$ cat config.mk
export PLATFORM = sky130hd
export DESIGN_NAME = str_emit
export DESIGN_NICKNAME = d
export VERILOG_FILES = /design/src/rtl/str_emit_pkg.sv /design/src/rtl/str_addr_ctr.sv /design/src/rtl/str_word_hold.sv /design/src/rtl/str_emit.sv
export SDC_FILE = /design/constraint.sdc
export NUM_CORES = 1
export LEC_CHECK = 0
export ABC_AREA = 1
export BUFFER_PORTS_ARGS = -buffer_cell sky130_fd_sc_hd__buf_2
export CAP_MARGIN = 15
export CELL_PAD_IN_SITES_DETAIL_PLACEMENT = 0
export CELL_PAD_IN_SITES_GLOBAL_PLACEMENT = 1
export CORE_MARGIN = 1
export CORE_UTILIZATION = 32
export CTS_CLUSTER_SIZE = 24
export DETAILED_ROUTE_END_ITERATION = 10
export GPL_TIMING_DRIVEN = 0
export PLACE_DENSITY_LB_ADDON = 0.05
export RECOVER_POWER = 50
export SLEW_MARGIN = 20
export SYNTH_ARGS = -nofsm -noshare
export SYNTH_HDL_FRONTEND = slang
export SYNTH_SLANG_ARGS = --single-unit
$ cat constraint.sdc
create_clock -name clk -period 1.23 [get_ports clk]
set_input_delay 0.0615 -clock clk [delete_from_list [all_inputs] [get_ports clk]]
set_output_delay 0.0615 -clock clk [all_outputs]
set_load 0.01 [all_outputs]
$ cat src/rtl/str_emit_pkg.sv
package str_emit_pkg;
    typedef enum logic [2:0] {
        ST_IDLE  = 3'd0,
        ST_FETCH = 3'd1,
        ST_WAIT  = 3'd2,
        ST_LOW   = 3'd3,
        ST_HIGH  = 3'd4,
        ST_FIN   = 3'd5
    } emit_state_t;
endpackage

$ cat src/rtl/str_addr_ctr.sv
module str_addr_ctr #(
    parameter int ADDR_W = 16
) (
    input  logic              clk,
    input  logic              rst_n,
    input  logic              load_i,
    input  logic [ADDR_W-1:0] load_val_i,
    input  logic              step_i,
    output logic [ADDR_W-1:0] addr_o
);
    localparam logic [ADDR_W-1:0] ONE = {{(ADDR_W-1){1'b0}}, 1'b1};

    logic [ADDR_W-1:0] addr_q;

    always_ff @(posedge clk or negedge rst_n) begin
        if (!rst_n) begin
            addr_q <= '0;
        end else if (load_i) begin
            addr_q <= load_val_i;
        end else if (step_i) begin
            addr_q <= addr_q + ONE;   // natural wrap at the top of the space
        end
    end

    assign addr_o = addr_q;


    addr_step_chk: assert property (@(posedge clk) disable iff (!rst_n)
        (step_i && !load_i) |=> (addr_o == $past(addr_o) + ONE));
endmodule

$ cat src/rtl/str_word_hold.sv
module str_word_hold #(
    parameter int WORD_W = 16,
    parameter int CHAR_W = 8
) (
    input  logic              clk,
    input  logic              rst_n,
    input  logic              capture_i,
    input  logic [WORD_W-1:0] word_i,
    output logic [CHAR_W-1:0] lo_o,
    output logic [CHAR_W-1:0] hi_o,
    output logic              hi_zero_o
);
    localparam bit HAS_HI = (WORD_W >= 2*CHAR_W);

    logic [WORD_W-1:0] word_q;

    always_ff @(posedge clk or negedge rst_n) begin
        if (!rst_n) begin
            word_q <= '0;
        end else if (capture_i) begin
            word_q <= word_i;
        end
    end

    assign lo_o = word_q[CHAR_W-1:0];

    generate
        if (HAS_HI) begin : g_hi
            assign hi_o = word_q[2*CHAR_W-1:CHAR_W];
        end else begin : g_no_hi
            assign hi_o = '0;
        end
    endgenerate

    assign hi_zero_o = (hi_o == '0);
endmodule

$ cat src/rtl/str_emit.sv
module str_emit
    import str_emit_pkg::*;
#(
    parameter int ADDR_W = 16,
    parameter int WORD_W = 16,
    parameter int CHAR_W = 8
) (
    input  logic              clk,
    input  logic              rst_n,
    input  logic              start_i,
    input  logic              dual_i,
    input  logic [ADDR_W-1:0] base_addr_i,
    output logic              mem_req_o,
    output logic [ADDR_W-1:0] mem_addr_o,
    input  logic [WORD_W-1:0] mem_rdata_i,
    output logic              out_valid_o,
    output logic [CHAR_W-1:0] out_data_o,
    input  logic              out_ready_i,
    output logic              busy_o,
    output logic              done_o
);
    emit_state_t       state_q, state_d;
    logic              dual_q;
    logic              launch;
    logic              word_zero;
    logic [CHAR_W-1:0] ch_lo, ch_hi;
    logic              hi_zero;
    logic [ADDR_W-1:0] addr;

    assign launch    = (state_q == ST_IDLE) && start_i;
    assign word_zero = (mem_rdata_i == '0);

    str_addr_ctr #(.ADDR_W(ADDR_W)) u_addr (
        .clk        (clk),
        .rst_n      (rst_n),
        .load_i     (launch),
        .load_val_i (base_addr_i),
        .step_i     (state_q == ST_WAIT),
        .addr_o     (addr)
    );

    str_word_hold #(.WORD_W(WORD_W), .CHAR_W(CHAR_W)) u_word (
        .clk       (clk),
        .rst_n     (rst_n),
        .capture_i (state_q == ST_WAIT),
        .word_i    (mem_rdata_i),
        .lo_o      (ch_lo),
        .hi_o      (ch_hi),
        .hi_zero_o (hi_zero)
    );

    always_ff @(posedge clk or negedge rst_n) begin
        if (!rst_n) begin
            state_q <= ST_IDLE;
            dual_q  <= 1'b0;
        end else begin
            state_q <= state_d;
            if (launch) dual_q <= dual_i;
        end
    end

    always_comb begin
        state_d = state_q;
        unique case (state_q)
            ST_IDLE:  if (start_i) state_d = ST_FETCH;
            ST_FETCH: state_d = ST_WAIT;
            ST_WAIT:  state_d = word_zero ? ST_FIN : ST_LOW;
            ST_LOW: begin
                if (out_ready_i) begin
                    state_d = (dual_q && !hi_zero) ? ST_HIGH : ST_FETCH;
                end
            end
            ST_HIGH:  if (out_ready_i) state_d = ST_FETCH;
            ST_FIN:   state_d = ST_IDLE;
            default:  state_d = ST_IDLE;
        endcase
    end

    always_comb begin
        mem_req_o   = (state_q == ST_FETCH);
        mem_addr_o  = addr;
        out_valid_o = (state_q == ST_LOW) || (state_q == ST_HIGH);
        out_data_o  = (state_q == ST_HIGH) ? ch_hi : ch_lo;
        busy_o      = (state_q != ST_IDLE);
        done_o      = (state_q == ST_FIN);
    end


    hold_data_chk: assert property (@(posedge clk) disable iff (!rst_n)
        (out_valid_o && !out_ready_i) |=> (out_valid_o && $stable(out_data_o)));


    no_read_pending_chk: assert property (@(posedge clk) disable iff (!rst_n)
        mem_req_o |-> !out_valid_o);


    done_single_chk: assert property (@(posedge clk) disable iff (!rst_n)
        done_o |=> (!done_o && !busy_o));


    zero_ends_chk: assert property (@(posedge clk) disable iff (!rst_n)
        (state_q == ST_WAIT && word_zero) |=> done_o);


    busy_start_chk: assert property (@(posedge clk) disable iff (!rst_n)
        (busy_o && start_i) |=> $stable(dual_q));
endmodule

## Word-level counts from Yosys, hierarchy flattened

Index checks and enable logic that the tools add are counted.
W data, S select, Z words.

- Add/sub/neg operators: 1
- Equality and inequality tests: 8
- Muxes and demuxes: 9
- Reduce and logical (&&, ||, !) cells: 10

Operators with widths:

| kind | count |
|---|---|
| $mux W16 | 2 |
| $add A16 B1 Y16 const B | 1 |
| $logic_not A16 Y1 | 1 |
| $mux W3 | 5 |
| $pmux W3 S5 | 1 |
| $logic_not A8 Y1 | 1 |
| $mux W8 | 1 |
| $eq A3 B2 Y1 const B | 2 |
| $eq A3 B3 Y1 const B | 2 |
| $ne A2 B2 Y1 const B | 3 |
| $eq A3 B1 Y1 const B | 1 |
| $logic_not A3 Y1 | 1 |
| $reduce_and A3 Y1 | 1 |
| $reduce_bool A3 Y1 | 1 |
| $logic_and A1 B1 Y1 | 2 |
| $reduce_bool A2 Y1 | 1 |
| $logic_not A1 Y1 | 1 |
| $logic_or A1 B1 Y1 | 1 |

- Bits in registers: 36
- Input port bits: 37
- Output and inout port bits: 28
- Logic and storage cells: 32

## Longest topological paths before layout

- Word-level depth: 6
- Gate-level depth with buffers: 9
- Gate-level depth less buffers: 9

## Modules after synthesis

From an unflattened synthesis, not the netlist that was laid out.

- Cell total of the unflattened synthesis: 292
- Area, all modules: 2125.8 um2

By module, submodules not included:

| module | times used | cells each | area each (um2) | sequential area each (um2) |
|---|---|---|---|---|
| str_addr_ctr | 1 | 141 | 1034.7 | 400.4 |
| str_word_hold | 1 | 74 | 675.6 | 400.4 |
| str_emit | 1 | 77 | 415.4 | 100.1 |

## Least setup slack after synthesis

OpenSTA, ideal clock, no wires.

- Path type: reg2reg
- Start point: register u_addr.addr_q[0], in the netlist u_addr.addr_o[0]
- End point: register u_addr.addr_q[10], in the netlist u_addr.addr_o[10]
- Setup time: 0.116 ns
- Arrival time: 1.273 ns
- Required time: 1.114 ns
- Slack: -0.160 ns
- Cell stages (with the launch flop): 9
- Buffers on the path: 0
- Clock period less this slack: 1.390 ns
- Cells stage by stage: dfrtp_1 ha_1 nand2_1 nor2_2 nand2_1 o21ai_1 nand3_1 nand2_1 nand2_1

- Word-level cells in the longest chain between the ends: 3

RTL lines:

| element | RTL line | RTL |
|---|---|---|
| start: declaration | str_addr_ctr.sv:13 | `logic [ADDR_W-1:0] addr_q;` |
| start signal: assignment | str_addr_ctr.sv:19 | `addr_q <= load_val_i;` |
| start signal: assignment | str_addr_ctr.sv:21 | `addr_q <= addr_q + ONE;` |
| $add A16 B1 Y16 | str_addr_ctr.sv:21 |  |
| $mux W16 | str_addr_ctr.sv:20 | `end else if (step_i) begin` |
| $mux W16 | str_addr_ctr.sv:18 | `end else if (load_i) begin` |

Every way passes these cells. The select of a mux whose other input is x is not followed.
A chain may end at the register's enable or synchronous reset.

## Worst setup path in the final report

- Start point: register state_q[1]
- End point: register u_addr.addr_q[4], in the netlist u_addr.addr_o[4]

- Word-level cells in the longest chain between the ends: 3
- Elaborated cells between the ends (all ways): 5
- Classes of those cells: eq/ne (1); mux (1); reduce/logical (3)

RTL lines:

| element | RTL line | RTL |
|---|---|---|
| start: declaration | str_emit.sv:22 | `emit_state_t state_q, state_d;` |
| start signal: assignment | str_emit.sv:57 | `state_q <= state_d;` |
| $logic_not A3 Y1 | str_emit.sv:30 | `assign launch = (state_q == ST_IDLE) && start_i;` |
| $logic_and A1 B1 Y1 | str_emit.sv:30 |  |
| $mux W16 or $reduce_bool A2 Y1 (tied branches) | n/a |  |

Parallel ways exist; a longest one is shown, timed or not.

==> metrics <==
register area 905 um^2; slew of the pin with the lowest slew margin 0.858 ns; Final Cell Area 3220 um^2; GPL Wtd Cong 0.786; CP max-delay cell dfrtp_2; most common cell after layout, fill and taps aside nand2_1; top cell type's share of synthesized area 42.3%; P_leak 1.68 nW; post-synthesis area per instance 6.99 um^2; critical path type flip-flop to flip-flop; synthesized instance count 305; I/O Buffers 64; Die ar. 6990 um^2; Max clock buf depth 2; vias in the first global route 2249; total grt overflow 0; CP Cell Sequence nor2_4, buf_6, nand3_4, nand2_4, inv_8, clkbuf_16, nand2_2, nand3_1; cell row count 29; CTS tree done; post-layout min period 1.45 ns; hold path startpoint base_addr_i[3]; syn_nets 343; drt first pass iters 4; final worst path period share 118%; placement-stage cell area 2570 um^2; Worst setup SP type flip-flop; area of the multi-input gates 1130 um^2; vias per cell 4.75; highest-count cells in the layout ignoring fill and taps nand2_1 (95), buf_2 (47), inv_1 (37); worst vdd ir 0.00120 V; Max FO, Critical Path 7; Cell variety after synth 28; share of cells above drive strength 1 31.0%; Critical Path RT 1.40 ns; CTS Sinks 36; Final Setup Violations 42; Synth area leaders dfrtp_1 (42%), nand2_1 (19%), inv_1 (6.9%), nand3_1 (5.9%), nor2_1 (5.5%); Nets 444; DR WL/cell 13.5 um; post-synthesis sequential area ratio 42.3%; CP arrival 1.62 ns; mapped cell area 2130 um^2; FF-to-FF Start state_q[1]; power per cell area 2630 nW/um^2; I/O pin count 65; status finished, violations left; Routed Antenna Nets 0; Hold Crit Class input port to flip-flop; Layout fillers 658; effective utilization at floorplan 33.4%; CP Capture Type flip-flop; Hold Vio Cnt, Final 0; first-pass GRT wire length 10400 um; Die W 83.6 um; fin util 50.5%; YS warnings 0; largest net degree at the start of global routing 37; CP startpoint state_q[1]; Max Cap Violations 0; Total GRT Usage 18.7%; unrepaired setup endpoints after global routing yes; antenna diode count 0; flops & latches, synth 36; Root Buffer clkbuf_8; Max Clock Freq 688 MHz; delay of the slowest critical-path stage 0.43 ns; DRC errors left 0; Setup WS post-layout -0.224 ns; clock transition at the registers of the reported paths 0.07 ns; Starting DRT DRC Count 74; Layout area overhead 51.3%; Post-Route WL 6560 um; initial antenna violation count 0; Setup TNS -6.05 ns; Max Slew Vio Count 0; total CTS buffers 5; failing checks setup timing; Max-slew headroom 42.8%; cell taking the most area after synthesis dfrtp_1; Fin Clk Skew 0.00714 ns; clk_lat worst skew 0.29 ns; Die H 83.6 um; area of the core 6390 um^2; H-tree Lvls 2; HPWL Detailed 4480 um; vias after detailed routing 2298
[timing repair]
action | 4_1_cts | 5_1_grt
hold endpoints to repair | 44 | 0
gates resized for setup | 28 | 35
hold buffers | 9 | 0
pin swaps | 3 | 10
cloned | 1 | 2
endpoints found under the setup margin | 46 | 48
setup buffers | 14 | 4
[final cells by class]
cell class,instances,share of cell area [%]
Sequential cell,36,28.1
Buffer,8,3.45
Inverter,42,5.43
Multi-Input combinational cell,219,35.1
Timing Repair Buffer,94,20.0
Tap cell,77,2.99
Clock buffer,5,2.14
Clock inverter,3,2.80
[logic make-up (layout without fill, tap and decap cells)]
| kind of cell | count (synthesis) | after routing | synth area share (%) |
|---|---|---|---|
| fa+ha+maj | 1 | 1 | 0.587 |
| flops | 36 | 36 | 42.3 |
| simple gates | 181 | 181 | 37.0 |
| buf+inv | 50 | 152 | 10.3 |
| compound gates | 37 | 37 | 9.81 |
[layer usage]
metal  wire length, um  share of wire [%]  track usage [%]
met1              2790                 43             22.6
met2              3460                 53             34.4
met3               252                3.8             3.36
met4                57               0.87             4.16
met5                 0                  0                0
[cells in the mapped netlist, drive strengths merged]
| cell type | instances |
|---|---|
| nand2 | 109 |
| inv | 42 |
| dfrtp | 36 |
| nor2 | 33 |
| nand3 | 27 |
| o21ai | 24 |
| buf | 7 |
| nand4 | 6 |
| o211ai | 5 |
| a21oi | 4 |
| nor3 | 4 |
| nand3b | 2 |
| clkbuf | 1 |
| ha | 1 |
| o21bai | 1 |
| o221ai | 1 |
| o22ai | 1 |
| o311ai | 1 |
[critical path, delay by kind of cell, from the launching register on]
| kind | cells | cell delay (ns) |
|---|---|---|
| flip-flops | 1 | 0.43 |
| AND/OR/NAND/NOR | 5 | 0.57 |
| buffers and inverters | 3 | 0.33 |
[final timing paths]
kind / depth (start not counted) / to / slack, ns
setup / recovery: 8 / u_addr.addr_o[4] / -0.22
hold / removal: 3 / u_addr.addr_o[3] / 0.005
setup reg to reg: 8 / u_addr.addr_o[4] / -0.22
hold reg to reg: 2 / u_word.word_q[4] / 0.49
max in group asynchronous: 2 / state_q[2] / 0.21
min in group asynchronous: 2 / u_addr.addr_o[14] / 0.41
[per-stage QoR]
stage | setup WS, ns | power, mW | hold WS [ns] | std cells
floorplan | -0.101 | 4.55 | -0.234 | 305
global placement | -0.186 | 5.76 | 0.223 | 446
detailed placement | -0.187 | 5.76 | 0.229 | 446
CTS | -0.199 | 7.95 | 0.000213 | 478
global route | -0.281 | 9.13 | 0.0160 | 484
finish | -0.224 | 8.48 | 0.00495 | 484
[where the power goes]
part,total [mW],internal (mW),switching [mW]
Sequential,2.38,1.78,0.598
Combinational,4.62,2.15,2.47
Clock,1.48,1.01,0.463
[registers in the layout (all words and copies together) (netlist names)]
register and flops:
dual_q 1, state_q 3, u_addr.addr_o 16, u_word.word_q 16
Note: power is estimated with default switching activity, not from simulation.
